$ cat src/rtl/syn_pkg.sv
package syn_pkg;
  localparam int SYN_MAX_T = 32;
  localparam int GF_W      = 14;
  localparam int PART_W    = 16;
  localparam int SLOT_N    = 2 * SYN_MAX_T;
  localparam int SLOT_W    = $clog2(SLOT_N);
  localparam int ENTRY_W   = $clog2(SYN_MAX_T);
  localparam int BIT_W     = $clog2(PART_W);
  localparam int T_W       = $clog2(SYN_MAX_T + 1);
  localparam int WORD_N    = SYN_MAX_T / 2;
  localparam int IN_W      = WORD_N * 32;
  localparam logic [GF_W:0] POLY_NARROW = 15'h201b;
  localparam logic [GF_W:0] POLY_WIDE   = 15'h4443;

  typedef struct packed {
    logic                capture;
    logic                loadOdd;
    logic                firstOdd;
    logic                loadEven;
    logic [SLOT_W-1:0]   evenSrc;
    logic                step;
    logic                last;
    logic                useBit;
    logic [BIT_W-1:0]    mulSel;
    logic [BIT_W-1:0]    bitSel;
    logic [ENTRY_W-1:0]  entrySel;
    logic                store;
    logic [SLOT_W-1:0]   storeSlot;
  } dpCtrl_t;

  function automatic logic [GF_W-1:0] gfXtime(input logic [GF_W-1:0] x, input logic wide);
    logic [GF_W:0] y;
    y = {x, 1'b0};
    if (wide) begin
      if (y[GF_W]) y = y ^ POLY_WIDE;
    end else if (y[GF_W-1]) begin
      y = y ^ POLY_NARROW;
    end
    return y[GF_W-1:0];
  endfunction

  function automatic logic [T_W-1:0] strengthOf(input logic [2:0] idx);
    int t;
    case (idx)
      3'd0: t = 2;
      3'd1: t = 4;
      3'd2: t = 8;
      3'd3: t = 12;
      3'd4: t = 24;
      default: t = 32;
    endcase
    if (t > SYN_MAX_T) t = SYN_MAX_T;
    return T_W'(t);
  endfunction
endpackage

$ cat src/rtl/syn_datapath.sv
module syn_datapath
  import syn_pkg::*;
(
  input  logic                   clk,
  input  logic                   rstN,
  input  dpCtrl_t                ctl,
  input  logic                   wide,
  input  logic [IN_W-1:0]        partialIn,
  output logic [SLOT_N*GF_W-1:0] synFlat
);
  logic [IN_W-1:0] partialReg;
  logic [GF_W-1:0] syn [SLOT_N];
  logic [GF_W-1:0] opA, opB, prod, stepVal;
  logic [ENTRY_W+BIT_W-1:0] bitPos;
  logic bitVal;

  assign bitPos  = {ctl.entrySel, ctl.bitSel};
  assign bitVal  = ctl.useBit & partialReg[bitPos];
  assign stepVal = gfXtime(prod, wide) ^ (opB[ctl.mulSel] ? opA : '0);

  always_ff @(posedge clk) begin
    if (!rstN) begin
      partialReg <= '0;
      opA <= '0;
      opB <= '0;
      prod <= '0;
      for (int k = 0; k < SLOT_N; k++) syn[k] <= '0;
    end else begin
      if (ctl.capture) begin
        partialReg <= partialIn;
        for (int k = 0; k < SLOT_N; k++) syn[k] <= '0;
      end
      if (ctl.loadOdd) begin
        opA  <= '0;
        prod <= '0;
        opB  <= ctl.firstOdd ? GF_W'(2) : gfXtime(gfXtime(opB, wide), wide);
      end
      if (ctl.loadEven) begin
        opA  <= syn[ctl.evenSrc];
        opB  <= syn[ctl.evenSrc];
        prod <= '0;
      end
      if (ctl.step) begin
        if (ctl.last) begin
          opA  <= stepVal ^ GF_W'(bitVal);
          prod <= '0;
        end else begin
          prod <= stepVal;
        end
      end
      if (ctl.store) syn[ctl.storeSlot] <= opA;
    end
  end

  for (genvar g = 0; g < SLOT_N; g++) begin : g_out
    assign synFlat[g*GF_W +: GF_W] = syn[g];
  end
endmodule

$ cat src/rtl/syn_ctrl.sv
module syn_ctrl
  import syn_pkg::*;
(
  input  logic           clk,
  input  logic           rstN,
  input  logic           start,
  input  logic           sector1024,
  input  logic [2:0]     strengthIdx,
  output dpCtrl_t        ctl,
  output logic           busy,
  output logic           done,
  output logic           cfgMode,
  output logic [T_W-1:0] cfgT
);
  typedef enum logic [2:0] {
    IDLE, ODD_LOAD, ODD_MUL, ODD_STORE, EVEN_LOAD, EVEN_MUL, EVEN_STORE, FINISH
  } state_t;

  state_t state;
  logic [ENTRY_W-1:0] entryN;
  logic [T_W-1:0]     evenJ;
  logic [BIT_W-1:0]   bitJ, mulK, mTop;
  logic lastEntry, lastEven;

  assign mTop      = cfgMode ? BIT_W'(GF_W - 1) : BIT_W'(GF_W - 2);
  assign lastEntry = (T_W'(entryN) == cfgT - T_W'(1));
  assign lastEven  = (evenJ == cfgT);
  assign busy      = (state != IDLE);
  assign done      = (state == FINISH);

  always_comb begin
    ctl = '0;
    ctl.entrySel = entryN;
    ctl.bitSel   = bitJ;
    ctl.mulSel   = mulK;
    ctl.last     = (mulK == '0);
    ctl.evenSrc  = SLOT_W'(evenJ - T_W'(1));
    case (state)
      IDLE:       ctl.capture = start;
      ODD_LOAD:   begin ctl.loadOdd = 1'b1; ctl.firstOdd = (entryN == '0); end
      ODD_MUL:    begin ctl.step = 1'b1; ctl.useBit = 1'b1; end
      ODD_STORE:  begin ctl.store = 1'b1; ctl.storeSlot = SLOT_W'({entryN, 1'b0}); end
      EVEN_LOAD:  ctl.loadEven = 1'b1;
      EVEN_MUL:   ctl.step = 1'b1;
      EVEN_STORE: begin ctl.store = 1'b1; ctl.storeSlot = SLOT_W'({evenJ, 1'b0} - 1'b1); end
      default: ;
    endcase
  end

  always_ff @(posedge clk) begin
    if (!rstN) begin
      state   <= IDLE;
      cfgMode <= 1'b0;
      cfgT    <= '0;
      entryN  <= '0;
      evenJ   <= '0;
      bitJ    <= '0;
      mulK    <= '0;
    end else begin
      case (state)
        IDLE: if (start) begin
          cfgMode <= sector1024;
          cfgT    <= strengthOf(strengthIdx);
          entryN  <= '0;
          state   <= ODD_LOAD;
        end
        ODD_LOAD: begin
          bitJ  <= mTop;
          mulK  <= mTop;
          state <= ODD_MUL;
        end
        ODD_MUL: begin
          if (mulK == '0) begin
            if (bitJ == '0) state <= ODD_STORE;
            else begin
              bitJ <= bitJ - 1'b1;
              mulK <= mTop;
            end
          end else mulK <= mulK - 1'b1;
        end
        ODD_STORE: begin
          if (lastEntry) begin
            evenJ <= T_W'(1);
            state <= EVEN_LOAD;
          end else begin
            entryN <= entryN + 1'b1;
            state  <= ODD_LOAD;
          end
        end
        EVEN_LOAD: begin
          mulK  <= mTop;
          state <= EVEN_MUL;
        end
        EVEN_MUL: begin
          if (mulK == '0) state <= EVEN_STORE;
          else mulK <= mulK - 1'b1;
        end
        EVEN_STORE: begin
          if (lastEven) state <= FINISH;
          else begin
            evenJ <= evenJ + 1'b1;
            state <= EVEN_LOAD;
          end
        end
        default: state <= IDLE;
      endcase
    end
  end
endmodule

$ cat src/rtl/syn_subst.sv
module syn_subst
  import syn_pkg::*;
(
  input  logic                   clk,
  input  logic                   rstN,
  input  logic                   start,
  input  logic                   sector1024,
  input  logic [2:0]             strengthIdx,
  input  logic [IN_W-1:0]        partialWords,
  output logic [SLOT_N*GF_W-1:0] syndromes,
  output logic                   done
);
  dpCtrl_t        ctl;
  logic           busy;
  logic           cfgMode;
  logic [T_W-1:0] cfgT;

  syn_ctrl u_ctrl (
    .clk(clk), .rstN(rstN), .start(start), .sector1024(sector1024),
    .strengthIdx(strengthIdx), .ctl(ctl), .busy(busy), .done(done),
    .cfgMode(cfgMode), .cfgT(cfgT)
  );

  syn_datapath u_dp (
    .clk(clk), .rstN(rstN), .ctl(ctl), .wide(cfgMode),
    .partialIn(partialWords), .synFlat(syndromes)
  );
endmodule

$ cat config.mk
export PLATFORM = sky130hd
export DESIGN_NAME = syn_subst
export DESIGN_NICKNAME = d
export VERILOG_FILES = /design/src/rtl/syn_pkg.sv /design/src/rtl/syn_datapath.sv /design/src/rtl/syn_ctrl.sv /design/src/rtl/syn_subst.sv
export SDC_FILE = /design/constraint.sdc
export NUM_CORES = 2
export LEC_CHECK = 0
export CAP_MARGIN = 10
export CORE_AREA = 2 2 557 559
export DETAILED_ROUTE_END_ITERATION = 12
export DIE_AREA = 0 0 559 561
export HOLD_SLACK_MARGIN = 0.1
export PLACE_DENSITY = 0.39
export SLEW_MARGIN = 0
export SYNTH_ARGS = -nofsm -noshare
export SYNTH_HDL_FRONTEND = slang
export SYNTH_SLANG_ARGS = --single-unit
$ cat constraint.sdc
create_clock -name clk -period 5.9 [get_ports clk]
set_input_delay 1.18 -clock clk [delete_from_list [all_inputs] [get_ports clk]]
set_output_delay 1.18 -clock clk [all_outputs]
set_load 0.02 [all_outputs]
Yosys cells after proc, flatten, opt, wreduce, memory -nomap -nowiden
Memories as Yosys holds them, arrays and structs flattened.
Index checks and enable logic that the tools add are counted.
{"block": "classes", "n_addsub": 7, "n_lt_le_gt_ge": 3, "eq_ne": 23, "muxes": 133, "bitwise_logic": 73, "n_reduce_logical": 20}
{"cell": "two-way mux 14 bit", "n": 85}
{"cell": "two-way mux 32 bit", "n": 3}
{"cell": "bitwise OR 1 bit", "n": 64}
{"cell": "two-way mux 11 bit", "n": 3}
{"cell": "> comparator 32 x 7 -> 1 bit, second input constant", "n": 1}
{"cell": "one-hot mux 6 bit (5 select lines)", "n": 1}
{"cell": "two-way mux 6 bit", "n": 4}
{"cell": "one-hot mux 3 bit (7 select lines)", "n": 1}
{"cell": "two-way mux 4 bit", "n": 5}
{"cell": "subtractor 6 x 1 -> 6 bit, second input constant", "n": 3}
{"cell": "equality test 3 bit, second input constant", "n": 5}
{"cell": "two-way mux 1 bit", "n": 15}
{"cell": "two-way mux 3 bit", "n": 5}
{"cell": "NOT 5 bit", "n": 3}
{"cell": "!= test 2 bit, second input constant", "n": 7}
{"cell": "one-hot mux 7 bit (2 select lines)", "n": 1}
{"cell": "OR reduction 14 bit", "n": 1}
{"cell": "XOR 14 x 1 -> 14 bit", "n": 1}
{"cell": "XOR 14 bit", "n": 1}
{"cell": "equality test 3 x 2 -> 1 bit, second input constant", "n": 4}
{"cell": "NOT 4 bit", "n": 3}
{"cell": "one-hot mux 4 bit (3 select lines)", "n": 1}
{"cell": "one-hot mux 6 bit (2 select lines)", "n": 1}
{"cell": "AND reduction 3 bit", "n": 4}
{"cell": "other kinds (25)", "n": 37}
{"block": "word_totals", "reg_bits": 583, "mem_bits_rw": 896, "input_bits": 519, "output_inout_bits": 897, "elab_cells": 271, "memories": 1}
{"memory": "u_dp.syn", "words": 64, "word_bits": 14, "read_ports": 65, "rd_ports_with_merged_regs": 0, "wr": 64, "line": "syn_datapath.sv:12", "rtl": "logic [GF_W-1:0] syn [SLOT_N];"}

Logic depth before layout (Yosys ltp)
{"block": "logic_depth", "ltp_word": 11, "ltp_mapped": 15, "ltp_nobuf": 10}

Modules after synthesis
From an unflattened synthesis, not the netlist that was laid out.
{"block": "unflattened", "cells_unflattened": 5066, "hier_area_um2": 67050.6}
{"mod": "syn_datapath", "n_inst": 1, "cells_per_inst": 4819, "area_each_um2": 65111.2, "seq_area_each_um2": 37996.4}
{"mod": "syn_ctrl", "n_inst": 1, "cells_per_inst": 247, "area_each_um2": 1939.4, "seq_area_each_um2": 560.5}

Least setup slack after synthesis
OpenSTA, ideal clock, no wires.
{"block": "synth_timing", "path_kind": "reg-to-reg", "start": "reg u_ctrl.evenJ[0]", "end": "mem u_dp.syn[16][0] (enable)", "setup_time_ns": 0.404, "arrival_ns": 4.017, "required_time_ns": 5.496, "slack_ns": 1.479, "stages_incl_launch_ff": 14, "path_buffers": 5, "period_less_slack_ns": 4.421, "path_cell_list": "dfxtp_1 > buf_2 > buf_2 > buf_2 > inv_1 > ha_1 > nor3b_1 > xnor2_2 > o21ai_2 > and2_1 > or3_1 > buf_2 > buf_2 > o21ai_0"}
{"element": "from (decl)", "line": "syn_ctrl.sv:21", "rtl": "logic [T_W-1:0] evenJ;"}
{"element": "from (signal assigned)", "line": "syn_ctrl.sv:101", "rtl": "evenJ <= evenJ + 1'b1;"}
{"element": "to (decl)", "line": "syn_datapath.sv:12"}

Worst setup path after layout
{"block": "layout_timing", "start": "reg u_ctrl.evenJ[0]", "end": "reg u_dp.opA[0]"}
{"block": "layout_between", "elab_chain_len": 5}
{"element": "subtractor 6 x 1 -> 6 bit (*)", "line": "syn_ctrl.sv:37", "rtl": "ctl.evenSrc = SLOT_W'(evenJ - T_W'(1));"}
{"element": "memory read (64 x 14 bit) (*)"}
{"element": "two-way mux 14 bit (*)", "line": "syn_datapath.sv:38", "rtl": "if (ctl.loadEven) begin"}
{"element": "two-way mux 14 bit", "line": "syn_datapath.sv:44", "rtl": "if (ctl.last) begin"}
{"element": "two-way mux 14 bit (*)", "line": "syn_datapath.sv:43", "rtl": "if (ctl.step) begin"}
{"element": "to (signal assigned)", "line": "syn_datapath.sv:39", "rtl": "opA <= syn[ctl.evenSrc];"}
{"element": "to (signal assigned)", "line": "syn_datapath.sv:45", "rtl": "opA <= stepVal ^ GF_W'(bitVal);"}
{"element": "to (decl)", "line": "syn_datapath.sv:13", "rtl": "logic [GF_W-1:0] opA, opB, prod, stepVal;"}
Every way passes the cells marked *; elsewhere a longest branch is shown, timed or not.
A chain may end at the register's enable or synchronous reset.

==> results.tsv <==
metric	value	unit
status	complete, no violations	
die width	559	um
first-pass GRT wire length	499000	um
Rel. slew slack	12.7	%
1st-iter DRT viols	4775	
vias in the first global route	51879	
Crit path largest cell delay	0.76	ns
CP endpoint kind	flop	
DR vias	51950	
initial antenna violation count	85	
Placeable Area	0.308	sq mm
TritonCTS clock tree	done	
Final period util	75.2	%
Filler cells	31281	
Hold Vio Cnt, Final	0	
clock latency on the worst-skew pair	0.87	ns
crit-path most repeated cell	mux4_2	
hold_buf cts	0	
top cell type's share of synthesized area	39.7	%
Max IR drop VDD	223	uV
largest fanout on the critical path	105	
crit path kind	reg2reg	
sequential share of the synthesized area	56.9	%
CP Cell Sequence	inv_1 > ha_4 > buf_12 > mux4_2 > mux4_2 > nor2b_1 > o311a_1 > o21ai_1 > nor3_1	
max-slew violations	0	
IO Port Bufs	1415	
RSZ-0062 raised after global routing	no	
Post-synth ARST share	0	%
Syn Nets	6110	
flops & latches, synth	1478	
Ports	1416	
final WL	380000	um
Syn Std Cell Area	0.0678	sq mm
Initial Utilization	22.0	%
root buffer cell	clkbuf_16	
num rows	204	
first drt pass iteration count	6	
Die Ht	561	um
Synth warnings	0	
Pwr Total	0.0375	W
maxcap violations	0	
GP Congestion	0.873	
hold crit path type	reg2reg	
HPWL after detailed placement	287000	um
Final #Nets	7368	
WP data arrival	5.16	ns
ys flop type	edfxtp_1	
antenna viol nets, final	0	
Mapped Cells	5583	
Synth-to-Final Area Change	36.5	%
total track usage	23.4	%
static leakage	31.8	nW
Post-synth EDFFs	896	
PwrDens	405	mW/mm^2
clock skew	0.0592	ns
Required @ worst endpoint	6.62	ns
via-per-instance ratio	4.66	
Clock Tree Buf Depth	4	
DRC Markers	0	
Period minus WS final	4.44	ns
CP max-delay cell	dfxtp_4	
clk sink count	1478	
final global-route overflow total	0	
CTS Buf Count	187	
wire per inst	34.1	um
Setup TNS Final	0	ns
Synth cell types	71	
post-synth top area cell	edfxtp_1	
largest net degree at the start of global routing	232	
ranking of synthesized cells by area	edfxtp_1, dfxtp_1, mux4_2, and2_1, nand2_1	
layout cell share with drive strength beyond 1	12.6	%
Post-CTS Resized	0	
Fmax	225	MHz
crit path launch type	flop	
clock transition at the registers of the reported paths	0.06	ns
die area	0.314	sq mm
final setup violation count	0	
mean area per synthesized cell	12.1	sq um
Least-Margin Pin Slew	1.31	ns
H-tree depth	4	
post-CTS setup repair buffer count	0	
worst max-delay path: cells and delay by family (launching register included):
| kind | cells | cell delay, ns |
|---|---|---|
| buf+inv | 2 | 0.69 |
| flops | 1 | 0.76 |
| fa+ha+maj | 1 | 0.67 |
| mux | 2 | 0.96 |
| simple gates | 2 | 0.22 |
| compound gates | 2 | 0.73 |
layout by cell type (no fill, tap or decap), types with 7 or more instances in the layout:
| cell | netlist | routed |
|---|---|---|
| a21boi_0 | 521 | 521 |
| a21boi_1 | 10 | 10 |
| a21oi_1 | 14 | 14 |
| a221oi_1 | 9 | 9 |
| a22o_1 | 7 | 7 |
| a22oi_1 | 26 | 26 |
| a31oi_1 | 16 | 16 |
| and2_1 | 912 | 910 |
| buf_12 | 0 | 15 |
| buf_4 | 14 | 144 |
| clkbuf_1 | 434 | 61 |
| clkbuf_16 | 0 | 189 |
| clkbuf_8 | 0 | 14 |
| clkdlybuf4s50_1 | 0 | 1414 |
| clkinv_1 | 2 | 35 |
| clkinv_2 | 0 | 14 |
| dfxtp_1 | 582 | 562 |
| dfxtp_4 | 0 | 17 |
| diode_2 | 0 | 39 |
| edfxtp_1 | 896 | 896 |
| ha_1 | 8 | 7 |
| inv_1 | 13 | 13 |
| mux2i_1 | 72 | 72 |
| mux4_2 | 397 | 397 |
| nand2_1 | 1133 | 1128 |
| nand3_1 | 24 | 24 |
| nand4_1 | 10 | 10 |
| nor2_1 | 99 | 93 |
| nor2_2 | 2 | 8 |
| nor2b_1 | 31 | 31 |
| nor3_1 | 12 | 11 |
| nor4_1 | 8 | 8 |
| o21ai_0 | 93 | 28 |
| o21ai_1 | 3 | 53 |
| o21ai_2 | 1 | 12 |
| o221ai_1 | 27 | 27 |
| xnor2_1 | 33 | 33 |
| xor2_1 | 19 | 17 |
worst paths after layout:
| path | start | endpoint | slack [ns] | cells after the start |
|---|---|---|---|---|
| worst min-delay path | u_dp.partialReg[38]$_SDFFE_PN0P_ | u_dp.partialReg[38]$_SDFFE_PN0P_ | 0.46 | 2 |
| worst max-delay path | u_ctrl.evenJ[0]$_SDFFE_PN0P_ | u_dp.opA[0]$_SDFF_PN0_ | 1.46 | 9 |
| worst min register to register | u_dp.partialReg[38]$_SDFFE_PN0P_ | u_dp.partialReg[38]$_SDFFE_PN0P_ | 0.46 | 2 |
| worst max register to register | u_ctrl.evenJ[0]$_SDFFE_PN0P_ | u_dp.opA[0]$_SDFF_PN0_ | 1.46 | 9 |
metal layers:
layer  up-vias  GRT usage, %  wire length, um  part of all wire, %
li1      22312             -                -                    -
met1     27007          28.0           150000                   39
met2      2155          39.5           184000                   48
met3       448          7.24            32000                  8.4
met4        28          7.79            14100                  3.7
met5         -             0              185                0.049
Yosys cell counts, types with 3 or more instances:
cell type,n
nand3b_1,4
nand3_1,24
o21a_1,5
clkbuf_1,434
a22oi_1,26
o211a_1,5
buf_2,43
o221ai_1,27
and3_1,4
xnor2_1,33
a211o_1,3
xor2_1,19
edfxtp_1,896
mux2i_1,72
buf_1,7
nor4_1,8
nand2b_1,6
mux2_2,6
o21ai_0,93
a32oi_1,6
a21boi_1,10
a22o_1,7
dfxtp_1,582
a2111oi_0,5
and2_1,912
mux4_2,397
nor2b_1,31
a221oi_1,9
a31oi_1,16
nor3b_1,4
a21oi_1,14
ha_1,8
nand2_1,1133
nand4_1,10
o21ai_1,3
or2_2,3
buf_6,13
a21boi_0,521
o211ai_1,4
or3_1,8
nor2_1,99
inv_1,13
buf_4,14
nor3_1,12
area by class of cell:
cell class	instances	area [sq um]	area share (%)
flip-flops and latches	1478	38600	41.7
multi-input cells	3579	27300	29.5
repair buffers	1580	15600	16.9
well taps	4120	5150	5.57
clock buffers	264	5150	5.57
clock inverters	69	581	0.627
diodes	39	97.6	0.105
inverters	15	56.3	0.0608
state kept, by name, summed over array words and instances, names as in the netlist, 5 cells and up:
register	flops
u_ctrl.evenJ	6
u_dp.partialReg	512
u_ctrl.cfgT	5
u_dp.syn	896
u_dp.opB	14
u_dp.opA	14
u_dp.prod	14
u_ctrl.entryN	5
cells by family (layout without fill, tap and decap cells):
group / after synthesis / in the layout / share of synthesized area, %
mux: 475 / 475 / 14.4
fa+ha+maj: 8 / 8 / 0.148
other cells: 0 / 39 / 0
simple gates: 2266 / 2266 / 16.3
compound gates: 776 / 776 / 8.34
buf+inv: 526 / 1928 / 3.21
xor+xnor: 54 / 54 / 0.720
flops: 1478 / 1478 / 56.9
stage by stage:
stage	hold WS [ns]	cell area, sq um	std cells	utilization (%)	setup WS (ns)
2_1_floorplan	0.440	67800	5583	-	1.48
3_3_place_gp	0.449	86600	10765	28.2	1.30
3_5_place_dp	0.457	86700	10768	28.2	1.35
4_1_cts	0.465	92400	11101	30.0	1.32
5_1_grt	0.477	92500	11115	30.1	1.18
6_report	0.460	92500	11144	30.1	1.46
power breakdown:
group          leakage (nW)  switching [W]  internal (W)
clock                  2.78        0.00490       0.00631
combinational          14.6        0.00693       0.00400
sequential             14.4        0.00230        0.0131
total                  31.8         0.0141        0.0234
No activity file was read; power rests on OpenSTA's default activity.
